$ cat config.mk
export PLATFORM = sky130hd
export DESIGN_NAME = evt_timer
export DESIGN_NICKNAME = d
export VERILOG_FILES = /design/src/rtl/evt_timer_pkg.sv /design/src/rtl/tmr_counter.sv /design/src/rtl/tmr_channel.sv /design/src/rtl/evt_timer.sv
export SDC_FILE = /design/constraint.sdc
export NUM_CORES = 1
export LEC_CHECK = 0
export BUFFER_PORTS_ARGS = -buffer_cell sky130_fd_sc_hd__buf_2
export CAP_MARGIN = 15
export CORE_MARGIN = 4
export CORE_UTILIZATION = 35
export DETAILED_ROUTE_END_ITERATION = 8
export GPL_TIMING_DRIVEN = 0
export PLACE_DENSITY = 0.5
export SYNTH_ARGS = -nofsm -noshare
export SYNTH_HDL_FRONTEND = slang
export SYNTH_SLANG_ARGS = --single-unit
$ cat constraint.sdc
create_clock -name clk -period 2.7 [get_ports clk]
set_input_delay 0.27 -clock clk [delete_from_list [all_inputs] [get_ports clk]]
set_output_delay 0.27 -clock clk [all_outputs]
set_load 0.05 [all_outputs]
$ cat src/rtl/evt_timer_pkg.sv
package evt_timer_pkg;

    localparam int BUS_W = 16;
    localparam int ADR_W = 4;
    localparam int NCH   = 2;

    // register word addresses
    localparam logic [ADR_W-1:0] A_CTRL  = 4'd0;
    localparam logic [ADR_W-1:0] A_IEN   = 4'd1;
    localparam logic [ADR_W-1:0] A_STAT  = 4'd2;
    localparam logic [ADR_W-1:0] A_EVT   = 4'd3;
    localparam logic [ADR_W-1:0] A_DIR   = 4'd4;
    localparam logic [ADR_W-1:0] A_CNT   = 4'd5;
    localparam logic [ADR_W-1:0] A_PSC   = 4'd6;
    localparam logic [ADR_W-1:0] A_RLD   = 4'd7;
    localparam logic [ADR_W-1:0] A_CHV0  = 4'd8;

    // control bits
    localparam int C_RUN  = 0;
    localparam int C_UDIS = 1;
    localparam int C_USRC = 2;

    // status / event / enable bit positions
    localparam int B_UPD = 0;
    localparam int B_CH0 = 1;
    localparam int B_TRG = 6;
    localparam int B_OV0 = 9;

    localparam logic [BUS_W-1:0] CH_BITS   = BUS_W'((1 << NCH) - 1);
    localparam logic [BUS_W-1:0] EVT_MASK  = (BUS_W'(1) << B_UPD) | (BUS_W'(1) << B_TRG)
                                           | (CH_BITS << B_CH0);
    localparam logic [BUS_W-1:0] STAT_MASK = EVT_MASK | (CH_BITS << B_OV0);

endpackage

$ cat src/rtl/tmr_counter.sv
module tmr_counter #(
    parameter int CNT_W = 16
) (
    input  logic             clk,
    input  logic             rst_n,
    input  logic             run_i,
    input  logic             clr_i,
    input  logic [CNT_W-1:0] psc_i,
    input  logic [CNT_W-1:0] lim_i,
    output logic [CNT_W-1:0] cnt_o,
    output logic [CNT_W-1:0] cnt_nxt_o,
    output logic             adv_o,
    output logic             wrap_o
);

    typedef struct packed {
        logic [CNT_W-1:0] pc;
        logic [CNT_W-1:0] cnt;
    } cnt_st_t;

    cnt_st_t q, d;
    logic tick, at_lim;

    always_comb begin
        d      = q;
        tick   = run_i && (q.pc == psc_i);
        at_lim = (q.cnt == lim_i);
        if (clr_i) begin
            d.pc  = '0;
            d.cnt = '0;
        end else if (run_i) begin
            if (tick) begin
                d.pc  = '0;
                d.cnt = at_lim ? '0 : q.cnt + 1'b1;
            end else begin
                d.pc = q.pc + 1'b1;
            end
        end
        adv_o     = tick && !clr_i;
        wrap_o    = tick && at_lim && !clr_i;
        cnt_nxt_o = d.cnt;
    end

    always_ff @(posedge clk or negedge rst_n) begin
        if (!rst_n) q <= '0;
        else        q <= d;
    end

    assign cnt_o = q.cnt;

    p_clear_r4: assert property (@(posedge clk) disable iff (!rst_n)
        clr_i |=> (q.cnt == '0 && q.pc == '0));

    p_hold_r2: assert property (@(posedge clk) disable iff (!rst_n)
        (!run_i && !clr_i) |=> $stable(q));

    p_wrap_r2: assert property (@(posedge clk) disable iff (!rst_n)
        wrap_o |=> (q.cnt == '0));

endmodule

$ cat src/rtl/tmr_channel.sv
module tmr_channel #(
    parameter int CNT_W = 16
) (
    input  logic             clk,
    input  logic             rst_n,
    input  logic             is_in_i,
    input  logic [CNT_W-1:0] cnt_i,
    input  logic [CNT_W-1:0] cnt_nxt_i,
    input  logic             adv_i,
    input  logic             cap_hw_i,
    input  logic             sw_evt_i,
    input  logic             wr_i,
    input  logic [CNT_W-1:0] wdata_i,
    output logic [CNT_W-1:0] val_o,
    output logic             hit_o
);

    logic [CNT_W-1:0] val_q, val_d;
    logic             grab;

    always_comb begin
        grab  = is_in_i && (cap_hw_i || sw_evt_i);
        val_d = val_q;
        if (grab)
            val_d = cnt_i;
        else if (wr_i && !is_in_i)
            val_d = wdata_i;
        hit_o = is_in_i ? grab : (sw_evt_i || (adv_i && cnt_nxt_i == val_q));
    end

    always_ff @(posedge clk or negedge rst_n) begin
        if (!rst_n) val_q <= '0;
        else        val_q <= val_d;
    end

    assign val_o = val_q;

    p_capture_r10: assert property (@(posedge clk) disable iff (!rst_n)
        (is_in_i && (cap_hw_i || sw_evt_i)) |=> (val_q == $past(cnt_i)));

endmodule

$ cat src/rtl/evt_timer.sv
module evt_timer
    import evt_timer_pkg::*;
#(
    parameter int CNT_W = 16
) (
    input  logic             clk,
    input  logic             rst_n,
    input  logic             wr_en_i,
    input  logic [ADR_W-1:0] addr_i,
    input  logic [BUS_W-1:0] wdata_i,
    output logic [BUS_W-1:0] rdata_o,
    input  logic             trig_i,
    input  logic [NCH-1:0]   cap_i,
    output logic             irq_upd_o,
    output logic [NCH-1:0]   irq_cc_o,
    output logic             irq_trg_o
);

    typedef struct packed {
        logic [2:0]       ctrl;
        logic [BUS_W-1:0] ien;
        logic [BUS_W-1:0] stat;
        logic [BUS_W-1:0] evt;
        logic [NCH-1:0]   dir;
        logic [CNT_W-1:0] psc_pre;
        logic [CNT_W-1:0] lim_pre;
        logic [CNT_W-1:0] psc_act;
        logic [CNT_W-1:0] lim_act;
    } tmr_st_t;

    tmr_st_t q, d;

    logic             restart, wrap, adv, upd_evt, upd_flag;
    logic             wr_stat, wr_evt;
    logic [BUS_W-1:0] set_v;
    logic [CNT_W-1:0] cnt, cnt_nxt;
    logic [NCH-1:0]   hit;
    logic [CNT_W-1:0] ch_val [NCH];

    assign restart = q.evt[B_UPD] || trig_i;

    tmr_counter #(.CNT_W(CNT_W)) u_cnt (
        .clk      (clk),
        .rst_n    (rst_n),
        .run_i    (q.ctrl[C_RUN]),
        .clr_i    (restart),
        .psc_i    (q.psc_act),
        .lim_i    (q.lim_act),
        .cnt_o    (cnt),
        .cnt_nxt_o(cnt_nxt),
        .adv_o    (adv),
        .wrap_o   (wrap)
    );

    for (genvar i = 0; i < NCH; i++) begin : g_ch
        tmr_channel #(.CNT_W(CNT_W)) u_ch (
            .clk      (clk),
            .rst_n    (rst_n),
            .is_in_i  (q.dir[i]),
            .cnt_i    (cnt),
            .cnt_nxt_i(cnt_nxt),
            .adv_i    (adv),
            .cap_hw_i (cap_i[i]),
            .sw_evt_i (q.evt[B_CH0+i]),
            .wr_i     (wr_en_i && addr_i == A_CHV0 + ADR_W'(i)),
            .wdata_i  (wdata_i[CNT_W-1:0]),
            .val_o    (ch_val[i]),
            .hit_o    (hit[i])
        );
    end

    always_comb begin
        d        = q;
        wr_stat  = wr_en_i && addr_i == A_STAT;
        wr_evt   = wr_en_i && addr_i == A_EVT;
        upd_evt  = !q.ctrl[C_UDIS] && (wrap || restart);
        upd_flag = !q.ctrl[C_UDIS] && (wrap || (restart && !q.ctrl[C_USRC]));

        set_v         = '0;
        set_v[B_UPD]  = upd_flag;
        set_v[B_TRG]  = q.evt[B_TRG] || trig_i;
        for (int i = 0; i < NCH; i++) begin
            set_v[B_CH0+i] = hit[i];
            set_v[B_OV0+i] = hit[i] && q.dir[i] && q.stat[B_CH0+i];
        end

        d.stat = ((wr_stat ? (q.stat & wdata_i) : q.stat) | set_v) & STAT_MASK;
        d.evt  = wr_evt ? (wdata_i & EVT_MASK) : '0;

        if (wr_en_i) begin
            case (addr_i)
                A_CTRL: d.ctrl    = wdata_i[2:0];
                A_IEN:  d.ien     = wdata_i & EVT_MASK;
                A_DIR:  d.dir     = wdata_i[NCH-1:0];
                A_PSC:  d.psc_pre = wdata_i[CNT_W-1:0];
                A_RLD:  d.lim_pre = wdata_i[CNT_W-1:0];
                default: ;
            endcase
        end

        if (upd_evt) begin
            d.psc_act = q.psc_pre;
            d.lim_act = q.lim_pre;
        end
    end

    always_ff @(posedge clk or negedge rst_n) begin
        if (!rst_n) begin
            q         <= '0;
            q.lim_pre <= '1;
            q.lim_act <= '1;
        end else begin
            q <= d;
        end
    end

    always_comb begin
        rdata_o = '0;
        case (addr_i)
            A_CTRL: rdata_o = BUS_W'(q.ctrl);
            A_IEN:  rdata_o = q.ien;
            A_STAT: rdata_o = q.stat;
            A_DIR:  rdata_o = BUS_W'(q.dir);
            A_CNT:  rdata_o = BUS_W'(cnt);
            A_PSC:  rdata_o = BUS_W'(q.psc_pre);
            A_RLD:  rdata_o = BUS_W'(q.lim_pre);
            default: ;
        endcase
        for (int i = 0; i < NCH; i++)
            if (addr_i == A_CHV0 + ADR_W'(i)) rdata_o = BUS_W'(ch_val[i]);
    end

    assign irq_upd_o = q.stat[B_UPD] && q.ien[B_UPD];
    assign irq_trg_o = q.stat[B_TRG] && q.ien[B_TRG];
    for (genvar i = 0; i < NCH; i++) begin : g_irq
        assign irq_cc_o[i] = q.stat[B_CH0+i] && q.ien[B_CH0+i];

        p_overcap_r10: assert property (@(posedge clk) disable iff (!rst_n)
            $rose(q.stat[B_OV0+i]) |-> $past(q.stat[B_CH0+i]));
    end

    p_evt_selfclear_r7: assert property (@(posedge clk) disable iff (!rst_n)
        (q.evt != '0 && !wr_evt) |=> (q.evt == '0));

    p_udis_noflag_r3: assert property (@(posedge clk) disable iff (!rst_n)
        (q.ctrl[C_UDIS] && !q.stat[B_UPD]) |=> !q.stat[B_UPD]);

    p_udis_keep_r6: assert property (@(posedge clk) disable iff (!rst_n)
        q.ctrl[C_UDIS] |=> $stable(q.lim_act));

endmodule

==> flow_summary.toml <==
[finish]
drive_gt1_frac = 0.317
final_cell_area_sq_um = 11500
syn_to_final_growth_pct = 23.9
fin_util = 0.440
n_antenna_cell = 0
fill_cells = 2584
finalNetCount = 1111
finalNonFillerCells = 1431

[sta]
rsz0062_at_grt = "true"
whs_ns = 0.0900
relSlewSlack = 0.404
finClkSkew_ns = 0.0119
finalSetupViolCount = 2
tightest_slew_ns = 0.894
fmax_ghz = 0.354
worst_slack_ns = -0.123
post-route-period-util = 1.05
final_max_slew_viol_count = 0
finalHoldViolCount = 0
fin_setup_tns_ns = -0.237
min_period_ns = 2.82

[yosys]
synth-seq-cells = 147
synthCells = 986
postSynthAreaPerCell_sq_um = 9.39
ys.flop_type = "dfrtp_1"
synth_async_sr_flop_share = 1.00
synth_area_sq_um = 9260
yosysSeqAreaShare = 0.402
syn_nets = 1014
ys_top_cells_by_count = "dfrtp_1 (115), mux2_2 (86), nor2_1 (84)"
synth_edf_count = 0
yosysTopAreaCell = "dfrtp_1"
synth_top_area_frac = 0.311
yosysUniqueCellTypes = 77
post-synth-top-count-cell = "dfrtp_1"
ys_warn_count = 0
yosys-top-cells-area = "dfrtp_1 (31%), mux2_2 (10%), dfstp_2 (9.1%)"

[power]
leakage_nw = 4.79
p_per_area_nw_per_um2 = 732
ir_drop_mv = 0.406
power.total_mw = 8.40

[drt]
drtIter0Drc = 1136
totalWireLength_microns = 38600
drtPass1Iterations = 6
ant_nets = 0
avgViaCountPerCell = 6.20
vias = 8869
drc_errors = 0
wl_per_cell_microns = 27.0

[min_path]
hp-class = "input pin to flip-flop"

[status]
outcome = "finished, violations left"
violations = "negative setup slack"

[placed_design]
place_ws_ns = -0.916
placed_cells = 1365
port_buffers = 43
globalplace.congestion = 1.03
place_area_sq_um = 9930
place_hpwl_microns = 28400

[die]
die-area_sq_um = 29100
core_area_sq_um = 26100
die_w_microns = 171
ioPinCount = 46
start_util = 0.355
rows = 59
fp.dieH_microns = 171

[grt]
grt_pass1_wl_microns = 57300
grt_pass1_vias = 8626
grt_usage = 0.264
antenna_found_initial = 0
grt_max_degree = 82
overflow = 0

[setup_path]
end_kind = "flip-flop"
critical_path_class = "flip-flop to flip-flop"
cp-start-kind = "flip-flop"
critPathArrivalTime_ns = 3.18
required_ns = 3.06
worstPathMaxFanout = 8

[cts]
numCtsBuffers = 17
clk_pin_slew_worst_paths_ns = 0.08
clkLatencyLatePin_ns = 0.44
htreeDepth = 4
cts_root_buffer = "clkbuf_16"
clock_path_buffers = 2
cts_sinks = 147
cts_tree = "done"

[flow_run]
maxCapViolations = 0
[area by class of cell]
cell class / count / area (sq um) / area share
Tap cell: 335 / 419 / 0.0365
Multi-Input combinational cell: 737 / 5570 / 0.486
Inverter: 23 / 86.3 / 0.00752
Buffer: 74 / 449 / 0.0391
Timing Repair Buffer: 83 / 616 / 0.0536
Clock buffer: 17 / 425 / 0.0371
Clock inverter: 15 / 180 / 0.0157
Sequential cell: 147 / 3730 / 0.325
[per-layer routing]
layer / vias to the layer above / routed length [microns] / track usage
li1: 3881 / - / -
met1: 4423 / 17300 / 0.382
met2: 460 / 16800 / 0.400
met3: 105 / 2950 / 0.0397
met4: 0 / 1580 / 0.101
met5: - / 0 / 0
[worst max-delay path, stage by stage, from the launching register on]
cell      delay (ns)
dfstp_2         0.57
xnor2_2         0.11
nand4_1         0.23
or4_4           0.64
buf_8           0.18
buf_6           0.12
nand4_1         0.09
o211ai_1        0.17
a211oi_1        0.26
nand4_1         0.18
o21ai_1         0.19
[power by group]
part | switching, mW | total [mW] | internal, mW
Combinational | 1.24 | 2.25 | 1.01
Clock | 1.18 | 2.52 | 1.33
Sequential | 0.784 | 3.64 | 2.85
[layout by cell type, fill, tap and decap left out, drive strengths merged, types with 19 or more instances in the layout]
| cell | instances |
|---|---|
| nand3 | 29 |
| nor2 | 86 |
| xor2 | 19 |
| xnor2 | 20 |
| inv | 33 |
| mux2 | 86 |
| a22oi | 26 |
| buf | 103 |
| nor4 | 19 |
| nand4 | 25 |
| clkbuf | 70 |
| nand2 | 56 |
| mux2i | 36 |
| dfrtp | 115 |
| o21ai | 74 |
| dfstp | 32 |
| a21oi | 68 |
[path summary, 6_finish.rpt]
path,from,end,slack [ns],cells past startpoint
max,q[12],q[84],-0.12,10
max reg2reg,q[12],q[84],-0.12,10
max in group asynchronous,rst_n,q[47],1.43,3
min in group asynchronous,rst_n,u_cnt.cnt_o[5],0.39,2
min reg2reg,q[72],q[88],0.44,2
min,trig_i,q[88],0.09,3
[logic make-up (layout without fill, tap and decap cells)]
logic type | after synthesis | after routing | synth area share
AO/OA/AOI/OAI | 258 | 258 | 0.180
XOR/XNOR | 39 | 39 | 0.0385
adder cells (fa/ha/maj) | 2 | 2 | 0.00270
buffers and inverters | 102 | 212 | 0.0488
flip-flops | 147 | 147 | 0.402
multiplexers | 123 | 123 | 0.146
AND/OR/NAND/NOR | 315 | 315 | 0.183
[flip-flops by register name (all words and copies together) (netlist names)]
signal,cells
g_ch.u_ch.val_o,32
u_cnt.cnt_o,16
q,83
u_cnt.q,16
[repair_timing]
item / 4_1_cts / 5_1_grt
setup endpoints to repair: 74 / 57
pin swaps: 30 / 29
endpoints found under the hold margin: 52 / 0
hold buffers: 1 / 0
buffers inserted: 24 / 13
resized for setup: 112 / 49
cloned: 0 / 1
Note: power is estimated with default switching activity, not from simulation.
